--- config.mk ---
export PLATFORM = sky130hd
export DESIGN_NAME = mm_watchdog
export DESIGN_NICKNAME = d
export VERILOG_FILES = /design/src/rtl/mmwd_pkg.sv /design/src/rtl/mmwd_mode_map.sv /design/src/rtl/mmwd_period_sel.sv /design/src/rtl/mmwd_timer.sv /design/src/rtl/mmwd_judge.sv /design/src/rtl/mm_watchdog.sv
export SDC_FILE = /design/constraint.sdc
export NUM_CORES = 1
export LEC_CHECK = 0
export CORE_ASPECT_RATIO = 0.8
export CORE_UTILIZATION = 42
export CTS_CLUSTER_DIAMETER = 120
export DETAILED_ROUTE_END_ITERATION = 8
export DONT_BUFFER_PORTS = 1
export PLACE_DENSITY = 0.64
export SYNTH_ARGS = -nofsm -noshare
export SYNTH_HDL_FRONTEND = slang
export SYNTH_SLANG_ARGS = --single-unit
--- constraint.sdc ---
create_clock -name clk -period 3.5 [get_ports clk]
set_clock_uncertainty 0.2 [all_clocks]
set_input_delay 0.35 -clock clk [delete_from_list [all_inputs] [get_ports clk]]
set_output_delay 0.35 -clock clk [all_outputs]
set_load 0.02 [all_outputs]
--- src/rtl/mmwd_pkg.sv ---
// Package: shared encodings of the multi-mode watchdog.
// Assumes the system controller drives a 3-bit state code.
package mmwd_pkg;

    typedef enum logic [2:0] {
        MD_START    = 3'd0,
        MD_RESTART  = 3'd1,
        MD_NORMAL   = 3'd2,
        MD_FLASH    = 3'd3,
        MD_STANDBY  = 3'd4,
        MD_SLEEP    = 3'd5,
        MD_FAILSAFE = 3'd6,
        MD_SPARE    = 3'd7
    } sys_mode_e;

    typedef enum logic [1:0] {
        BH_OFF     = 2'd0,
        BH_INIT    = 2'd1,
        BH_WINDOW  = 2'd2,
        BH_TIMEOUT = 2'd3
    } wd_beh_e;

endpackage

--- src/rtl/mmwd_mode_map.sv ---
// Module: maps the operating state to a watchdog behaviour.
// Purely combinational; also flags the states where a time-out may be
// turned into an interrupt. Assumes unused state codes mean "off".
module mmwd_mode_map
    import mmwd_pkg::*;
(
    input  logic [2:0] mode,
    input  logic       off_sel,
    output wd_beh_e    beh,
    output logic       irq_cap
);

    // Select behaviour and interrupt capability per state.
    always_comb begin
        beh     = BH_OFF;
        irq_cap = 1'b0;
        case (sys_mode_e'(mode))
            MD_START, MD_RESTART: beh = BH_INIT;
            MD_NORMAL:            beh = BH_WINDOW;
            MD_FLASH:             beh = BH_TIMEOUT;
            MD_STANDBY, MD_SLEEP: begin
                beh     = off_sel ? BH_OFF : BH_TIMEOUT;
                irq_cap = 1'b1;
            end
            default:              beh = BH_OFF;
        endcase
    end

endmodule

--- src/rtl/mmwd_period_sel.sv ---
// Module: turns a period code into a period length in ticks.
// Each entry is the base length doubled once per code step; entries
// are built by a generate loop, so no table is stored.
module mmwd_period_sel #(
    parameter int BASE_TICKS = 4,
    parameter int CODE_W     = 3,
    parameter int PER_W      = 10
) (
    input  logic [CODE_W-1:0] code,
    output logic [PER_W-1:0]  period
);

    localparam int NCODES = 1 << CODE_W;

    logic [PER_W-1:0] tbl [NCODES];

    for (genvar g = 0; g < NCODES; g++) begin : g_entry
        assign tbl[g] = PER_W'(BASE_TICKS << g);
    end

    // Pick the entry for the current code.
    always_comb period = tbl[code];

endmodule

--- src/rtl/mmwd_timer.sv ---
// Module: tick counter of the watchdog.
// Clears on request (clear wins over tick) and saturates at its
// maximum; assumes the caller restarts it before saturation matters.
module mmwd_timer #(
    parameter int CNT_W = 9
) (
    input  logic             clk,
    input  logic             rst_n,
    input  logic             clear,
    input  logic             tick,
    output logic [CNT_W-1:0] cnt
);

    localparam logic [CNT_W-1:0] CNT_MAX = '1;

    // Count oscillator ticks since the last restart.
    always_ff @(posedge clk) begin
        if (!rst_n)                      cnt <= '0;
        else if (clear)                  cnt <= '0;
        else if (tick && cnt != CNT_MAX) cnt <= cnt + 1'b1;
    end

    AST_CNT_CLEAR: assert property (@(posedge clk) disable iff (!rst_n)
        clear |=> (cnt == '0));

    AST_CNT_STEP: assert property (@(posedge clk) disable iff (!rst_n)
        (!clear && tick && cnt != CNT_MAX) |=> (cnt == $past(cnt) + 1'b1));

endmodule

--- src/rtl/mmwd_judge.sv ---
// Module: decision logic of the watchdog.
// Judges each trigger and each expiring tick against the current
// behaviour, drives the counter restart, keeps the period code and
// registers the four single-cycle output pulses. Assumes frm_valid is
// a one-cycle strobe and cnt comes from a counter cleared by cnt_clear.
module mmwd_judge
    import mmwd_pkg::*;
#(
    parameter int CNT_W        = 9,
    parameter int PER_W        = 10,
    parameter int CODE_W       = 3,
    parameter int CLKS_W       = 5,
    parameter int FRAME_CLOCKS = 16,
    parameter int INIT_TICKS   = 40
) (
    input  logic              clk,
    input  logic              rst_n,
    input  logic [2:0]        mode,
    input  wd_beh_e           beh,
    input  logic              irq_cap,
    input  logic              irq_en,
    input  logic              tick,
    input  logic              frm_valid,
    input  logic [CLKS_W-1:0] frm_clocks,
    input  logic [CODE_W-1:0] frm_code,
    input  logic [CNT_W-1:0]  cnt,
    input  logic [PER_W-1:0]  period,
    output logic              cnt_clear,
    output logic [CODE_W-1:0] code_q,
    output logic              ok_q,
    output logic              fail_q,
    output logic              rst_q,
    output logic              irq_q
);

    logic [2:0] mode_q;
    logic       mode_chg, frame_good, early, per_exp, init_exp;
    logic       load, ok_d, fail_d, rst_d, irq_d;

    // Derive the per-cycle event flags.
    always_comb begin
        mode_chg   = (mode != mode_q);
        frame_good = frm_valid && (32'(frm_clocks) == FRAME_CLOCKS);
        early      = 32'(cnt) < (32'(period) >> 1);
        per_exp    = tick && (32'(cnt) == 32'(period) - 1);
        init_exp   = tick && (32'(cnt) == INIT_TICKS - 1);
    end

    // Decide restart, code load and output pulse for this cycle.
    always_comb begin
        cnt_clear = 1'b0;
        load      = 1'b0;
        ok_d      = 1'b0;
        fail_d    = 1'b0;
        rst_d     = 1'b0;
        irq_d     = 1'b0;
        if (mode_chg) begin
            cnt_clear = 1'b1;
        end else begin
            case (beh)
                BH_INIT: begin
                    if (frm_valid) begin
                        cnt_clear = 1'b1;
                        ok_d      = frame_good;
                        load      = frame_good;
                        fail_d    = !frame_good;
                    end else if (init_exp) begin
                        cnt_clear = 1'b1;
                        fail_d    = 1'b1;
                    end
                end
                BH_WINDOW: begin
                    if (frame_good) begin
                        cnt_clear = 1'b1;
                        rst_d     = early;
                        load      = !early;
                    end else if (per_exp) begin
                        cnt_clear = 1'b1;
                        rst_d     = 1'b1;
                    end
                end
                BH_TIMEOUT: begin
                    if (frame_good) begin
                        cnt_clear = 1'b1;
                        load      = 1'b1;
                    end else if (per_exp) begin
                        cnt_clear = 1'b1;
                        irq_d     = irq_cap && irq_en;
                        rst_d     = !(irq_cap && irq_en);
                    end
                end
                default: cnt_clear = 1'b1;
            endcase
        end
    end

    // Hold the previous mode, the period code and the output pulses.
    always_ff @(posedge clk) begin
        if (!rst_n) begin
            mode_q <= MD_FAILSAFE;
            code_q <= '1;
            ok_q   <= 1'b0;
            fail_q <= 1'b0;
            rst_q  <= 1'b0;
            irq_q  <= 1'b0;
        end else begin
            mode_q <= mode;
            if (load) code_q <= frm_code;
            ok_q   <= ok_d;
            fail_q <= fail_d;
            rst_q  <= rst_d;
            irq_q  <= irq_d;
        end
    end

    AST_ONE_PULSE: assert property (@(posedge clk) disable iff (!rst_n)
        $onehot0({ok_q, fail_q, rst_q, irq_q}));

    AST_RST_SHORT: assert property (@(posedge clk) disable iff (!rst_n)
        rst_q |=> !rst_q);

    AST_OFF_QUIET: assert property (@(posedge clk) disable iff (!rst_n)
        (beh == BH_OFF) |=> !(ok_q || fail_q || rst_q || irq_q));

    AST_INIT_ONLY: assert property (@(posedge clk) disable iff (!rst_n)
        (ok_q || fail_q) |-> ($past(beh) == BH_INIT));

    AST_IRQ_SOURCE: assert property (@(posedge clk) disable iff (!rst_n)
        irq_q |-> $past(irq_cap && irq_en && beh == BH_TIMEOUT));

    AST_CHG_QUIET: assert property (@(posedge clk) disable iff (!rst_n)
        mode_chg |=> !(ok_q || fail_q || rst_q || irq_q));

endmodule

--- src/rtl/mm_watchdog.sv ---
// Module: top of the multi-mode supervisory watchdog.
// Connects the mode map, period selector, tick counter and decision
// logic. Assumes osc_tick is already synchronous to clk.
module mm_watchdog #(
    parameter int BASE_TICKS   = 4,
    parameter int INIT_TICKS   = 40,
    parameter int CODE_W       = 3,
    parameter int CLKS_W       = 5,
    parameter int FRAME_CLOCKS = 16
) (
    input  logic              clk,
    input  logic              rst_n,
    input  logic              osc_tick,
    input  logic [2:0]        sys_mode,
    input  logic              wd_off_sel,
    input  logic              tmo_irq_en,
    input  logic              frm_valid,
    input  logic [CLKS_W-1:0] frm_clocks,
    input  logic [CODE_W-1:0] frm_period,
    output logic              init_ok,
    output logic              init_fail,
    output logic              reset_req,
    output logic              tmo_irq
);
    import mmwd_pkg::*;

    localparam int NCODES     = 1 << CODE_W;
    localparam int MAX_PERIOD = BASE_TICKS << (NCODES - 1);
    localparam int SPAN       = (MAX_PERIOD > INIT_TICKS) ? MAX_PERIOD : INIT_TICKS;
    localparam int CNT_W      = $clog2(SPAN);
    localparam int PER_W      = $clog2(MAX_PERIOD + 1);

    wd_beh_e           beh;
    logic              irq_cap, cnt_clear;
    logic [CODE_W-1:0] code_q;
    logic [PER_W-1:0]  period;
    logic [CNT_W-1:0]  cnt;

    mmwd_mode_map u_map (
        .mode    (sys_mode),
        .off_sel (wd_off_sel),
        .beh     (beh),
        .irq_cap (irq_cap)
    );

    mmwd_period_sel #(
        .BASE_TICKS (BASE_TICKS),
        .CODE_W     (CODE_W),
        .PER_W      (PER_W)
    ) u_per (
        .code   (code_q),
        .period (period)
    );

    mmwd_timer #(.CNT_W(CNT_W)) u_tmr (
        .clk   (clk),
        .rst_n (rst_n),
        .clear (cnt_clear),
        .tick  (osc_tick),
        .cnt   (cnt)
    );

    mmwd_judge #(
        .CNT_W        (CNT_W),
        .PER_W        (PER_W),
        .CODE_W       (CODE_W),
        .CLKS_W       (CLKS_W),
        .FRAME_CLOCKS (FRAME_CLOCKS),
        .INIT_TICKS   (INIT_TICKS)
    ) u_judge (
        .clk        (clk),
        .rst_n      (rst_n),
        .mode       (sys_mode),
        .beh        (beh),
        .irq_cap    (irq_cap),
        .irq_en     (tmo_irq_en),
        .tick       (osc_tick),
        .frm_valid  (frm_valid),
        .frm_clocks (frm_clocks),
        .frm_code   (frm_period),
        .cnt        (cnt),
        .period     (period),
        .cnt_clear  (cnt_clear),
        .code_q     (code_q),
        .ok_q       (init_ok),
        .fail_q     (init_fail),
        .rst_q      (reset_req),
        .irq_q      (tmo_irq)
    );

endmodule

==> qor.tcl <==
set qor(area_used_by_sequential_logic_in_the_layout_um2) 380
set qor(min_delay_path_depth) 2
set qor(place_congestion) 0.869
set qor(n_antenna_cell) 0
set qor(drt_iter0_drc) 147
set qor(postRouteWirelength_mm) 3.35
set qor(report.final.hold_viol_count) 0
set qor(p_total_uw) 407
set qor(initial_utilization) 0.454
set qor(slew_violations) 0
set qor(final-instance-count-excl-fill) 196
set qor(finish.instance_area_mm2) 0.00151
set qor(drt-wirelength-per-cell_um) 17.1
set qor(reported_leakage_power_uw) 0.000560
set qor(grt_start_max_net_pins) 17
set qor(dp_hpwl_mm) 2.51
set qor(via_count_of_the_first_global_routing_pass) 1132
set qor(placed_standard_cell_area_mm2) 0.00142
set qor(timing.critical_path.arrival_ns) 2.92
set qor(detail-route-antenna-nets) 0
set qor(status) {complete, no violations}
set qor(worstSetupStartpointType) {flop}
set qor(tightestPinTransition_ns) 0.624
set qor(chip_width_um) 67.8
set qor(routed-via-count) 1213
set qor(multi_input_comb_area_um2) 955
set qor(final-setup-viol-count) 0
set qor(synth-warning-count) 0
set qor(hp-class) {in2reg}
set qor(cts_resized) 0
set qor(cp.required_ns) 3.43
set qor(antenna_found_initial) 0
set qor(design.portCount) 21
set qor(maxCapViolCount) 0
set qor(slew-limit-headroom) 0.580
set qor(clk_transition_reported_paths_ns) 0.08
set qor(sequentialPowerShare) 0.539
set qor(clockBufferDepth) 2
set qor(power.switching_uw) 97.4
set qor(crit_chain) {inv_1, nand3_1, ha_1, xnor2_4, a2111oi_4, o211ai_2, nor4_4, nor4_1}
set qor(crit_path_start) {u_judge.code_q[1]}
set qor(cpMaxStageDelayCell) {sky130_fd_sc_hd__dfxtp_1}
set qor(core_mm2) 0.00320
set qor(critical_path.reg2reg.endpoint) {u_tmr.cnt[4]}
set qor(drc) 0
set qor(tritoncts) {yes}
set qor(cts-buffers-inserted) 3
set qor(dr.pass1.iters) 4
set qor(setup_tns_ns) 0
set qor(rsz0062_at_grt) {false}
set qor(timing.reg2reg.setup_slack_ns) 0.51
set qor(sw_frac_of_total) 0.239
set qor(ys_types) 51
set qor(fp.dieH_um) 54.6
set qor(synth_enable_flop_cells) 0
set qor(power.combinational.fraction) 0.067
set qor(buffer_ports.inserted) 0
set qor(synthesis.area_per_instance_um2) 9.25
set qor(min_delay_worst_endpoint) {u_judge.mode_q[2]}
set qor(clock_sink_count) 19
set qor(power.ir.vdd_worst_v) 0.000277
set qor(placementRows) 18
set qor(final_cycle_utilization_of_the_critical_path) 0.855
set qor(nNetsFinal) 184
set qor(floorplan.die_area_mm2) 0.00370
set qor(routed_via_count_divided_by_cell_count) 6.19
set qor(worstSetupEndpointType) {flop}
set qor(timing.rr.start) {u_judge.code_q[1]}
set qor(internal_power_uw) 310
set qor(grt_first_pass_wirelength_mm) 5.51
set qor(max_stage_delay_ns) 0.63
set qor(hold_path_startpoint) {sys_mode[2]}
set qor(synth_seq_cells) 19
set qor(netlist_instances) 157
set qor(power.clock.fraction) 0.394
set qor(yosysSeqAreaShare) 0.262
set qor(ctsRootBufferMaster) {sky130_fd_sc_hd__clkbuf_8}
set qor(setup.worst_path.class) {reg2reg}
set qor(synth.net_count) 184
set qor(async_flop_share) 0
set qor(placed_cells) 188
set qor(r2r.worst_path.cells) 8
set qor(finalCriticalPeriod_ns) 2.99
set qor(grt_usage) 0.208
set qor(growth_of_design_area_from_synthesis_to_finish_pct) 3.62
set qor(power.density_cell_area_mw_per_mm2) 271
set qor(drive_above_1_share) 0.109
set qor(fillers) 300
set qor(clock_insertion_delay_worst_skew_ns) 0.26
set qor(max_freq_mhz) 334
set qor(synth_top_flop_cell) {sky130_fd_sc_hd__dfxtp_1}
set qor(critical_path.max_fanout) 16
set qor(grt_overflow_total) 0
set qor(htreeDepth) 1
set qor(synthesis.area_mm2) 0.00145
==> cells by family (layout without fill, tap and decap cells) <==
group | after synthesis | count (layout) | share of synthesized area
AOI/OAI and AO/OA | 26 | 26 | 0.142
xor gates and xnor gates | 15 | 15 | 0.103
adders and majority gates | 10 | 10 | 0.0861
buffers and inverters | 16 | 15 | 0.0810
DFF | 19 | 19 | 0.262
muxes | 4 | 4 | 0.0284
and+or+nand+nor | 67 | 67 | 0.297
==> routing by layer <==
layer	vias to the layer above	global-route usage	share of wire
met5	-	0	0
met4	0	0.0461	0.0072
met3	4	0.0500	0.083
met2	43	0.322	0.45
met1	580	0.289	0.46
li1	586	-	-
==> metrics by stage <==
step | util | hold WS [ns] | setup WS [ns]
after floorplan | - | 0.272 | 0.959
after global placement | 0.443 | 0.222 | 0.687
after detailed placement | 0.443 | 0.224 | 0.501
after CTS | 0.471 | 0.00743 | 0.496
after global routing | 0.471 | 0.00860 | 0.266
final | 0.471 | 0.00217 | 0.508
==> what timing repair did <==
action | in CTS | in global routing
setup buffers | 0 | 0
endpoints found under the hold margin | 7 | 0
endpoints found under the setup margin | 0 | 0
hold buffers | 4 | 0
==> placed cells by master, fill, tap and decap left out, types with 4 or more instances in the layout <==
| master | instances |
|---|---|
| sky130_fd_sc_hd__nor3_1 | 4 |
| sky130_fd_sc_hd__xnor2_1 | 6 |
| sky130_fd_sc_hd__ha_1 | 10 |
| sky130_fd_sc_hd__dlygate4sd3_1 | 4 |
| sky130_fd_sc_hd__inv_1 | 5 |
| sky130_fd_sc_hd__nor4_1 | 11 |
| sky130_fd_sc_hd__nand2_1 | 11 |
| sky130_fd_sc_hd__nand3_1 | 9 |
| sky130_fd_sc_hd__xor2_1 | 8 |
| sky130_fd_sc_hd__nor2_1 | 6 |
| sky130_fd_sc_hd__dfxtp_1 | 19 |
==> synth_stat cells, drive strengths merged, types with 5 or more instances <==
master | instances | area (µm²)
nor2 | 6 | 22.5
dfxtp | 19 | 380
nand3 | 9 | 45.0
buf | 9 | 80.1
ha | 10 | 125
nor4 | 13 | 111
xor2 | 8 | 70.1
xnor2 | 7 | 80.1
inv | 5 | 18.8
nand2 | 11 | 41.3
==> layout make-up <==
cell class / count / share of cell area
inverter: 6 / 0.0158
sequential: 19 / 0.253
clock buffer: 3 / 0.0274
clock inverter: 1 / 0.00499
timing repair buffer: 5 / 0.0316
tap: 40 / 0.0333
multi-input combinational: 122 / 0.634
==> power groups by stage <==
stage | registers (µW) | logic, µW | clock network, µW
2_1_floorplan | 224 | 25.4 | 0
3_3_place_gp | 224 | 22.3 | 0
3_5_place_dp | 225 | 23.0 | 0
4_1_cts | 220 | 27.1 | 162
5_1_grt | 220 | 29.4 | 171
6_report | 220 | 27.2 | 161
==> state kept, by name, summed over array words and instances (netlist names) <==
| signal | flops |
|---|---|
| u_judge.rst_q | 1 |
| u_judge.code_q | 3 |
| u_tmr.cnt | 9 |
| u_judge.mode_q | 3 |
| u_judge.ok_q | 1 |
| u_judge.fail_q | 1 |
| u_judge.irq_q | 1 |
==> worst max-delay path: cells and delay by family (launching register included) <==
kind,cells,cell delay (ns)
AO/OA/AOI/OAI,2,0.56
XOR/XNOR,1,0.10
adder cells (fa/ha/maj),1,0.41
buffers and inverters,1,0.17
flip-flops,1,0.63
AND/OR/NAND/NOR,3,0.79
==> worst max-delay path by stage <==
stage / endpoint / slack (ns) / depth (start not counted)
2_1_floorplan: u_tmr.cnt[0] / 0.96 / 10
3_3_place_gp: u_tmr.cnt[5] / 0.69 / 8
3_5_place_dp: u_tmr.cnt[4] / 0.50 / 8
4_1_cts: u_tmr.cnt[4] / 0.50 / 8
5_1_grt: u_tmr.cnt[5] / 0.27 / 8
6_report: u_tmr.cnt[4] / 0.51 / 8
(Power assumes the default switching activity.)
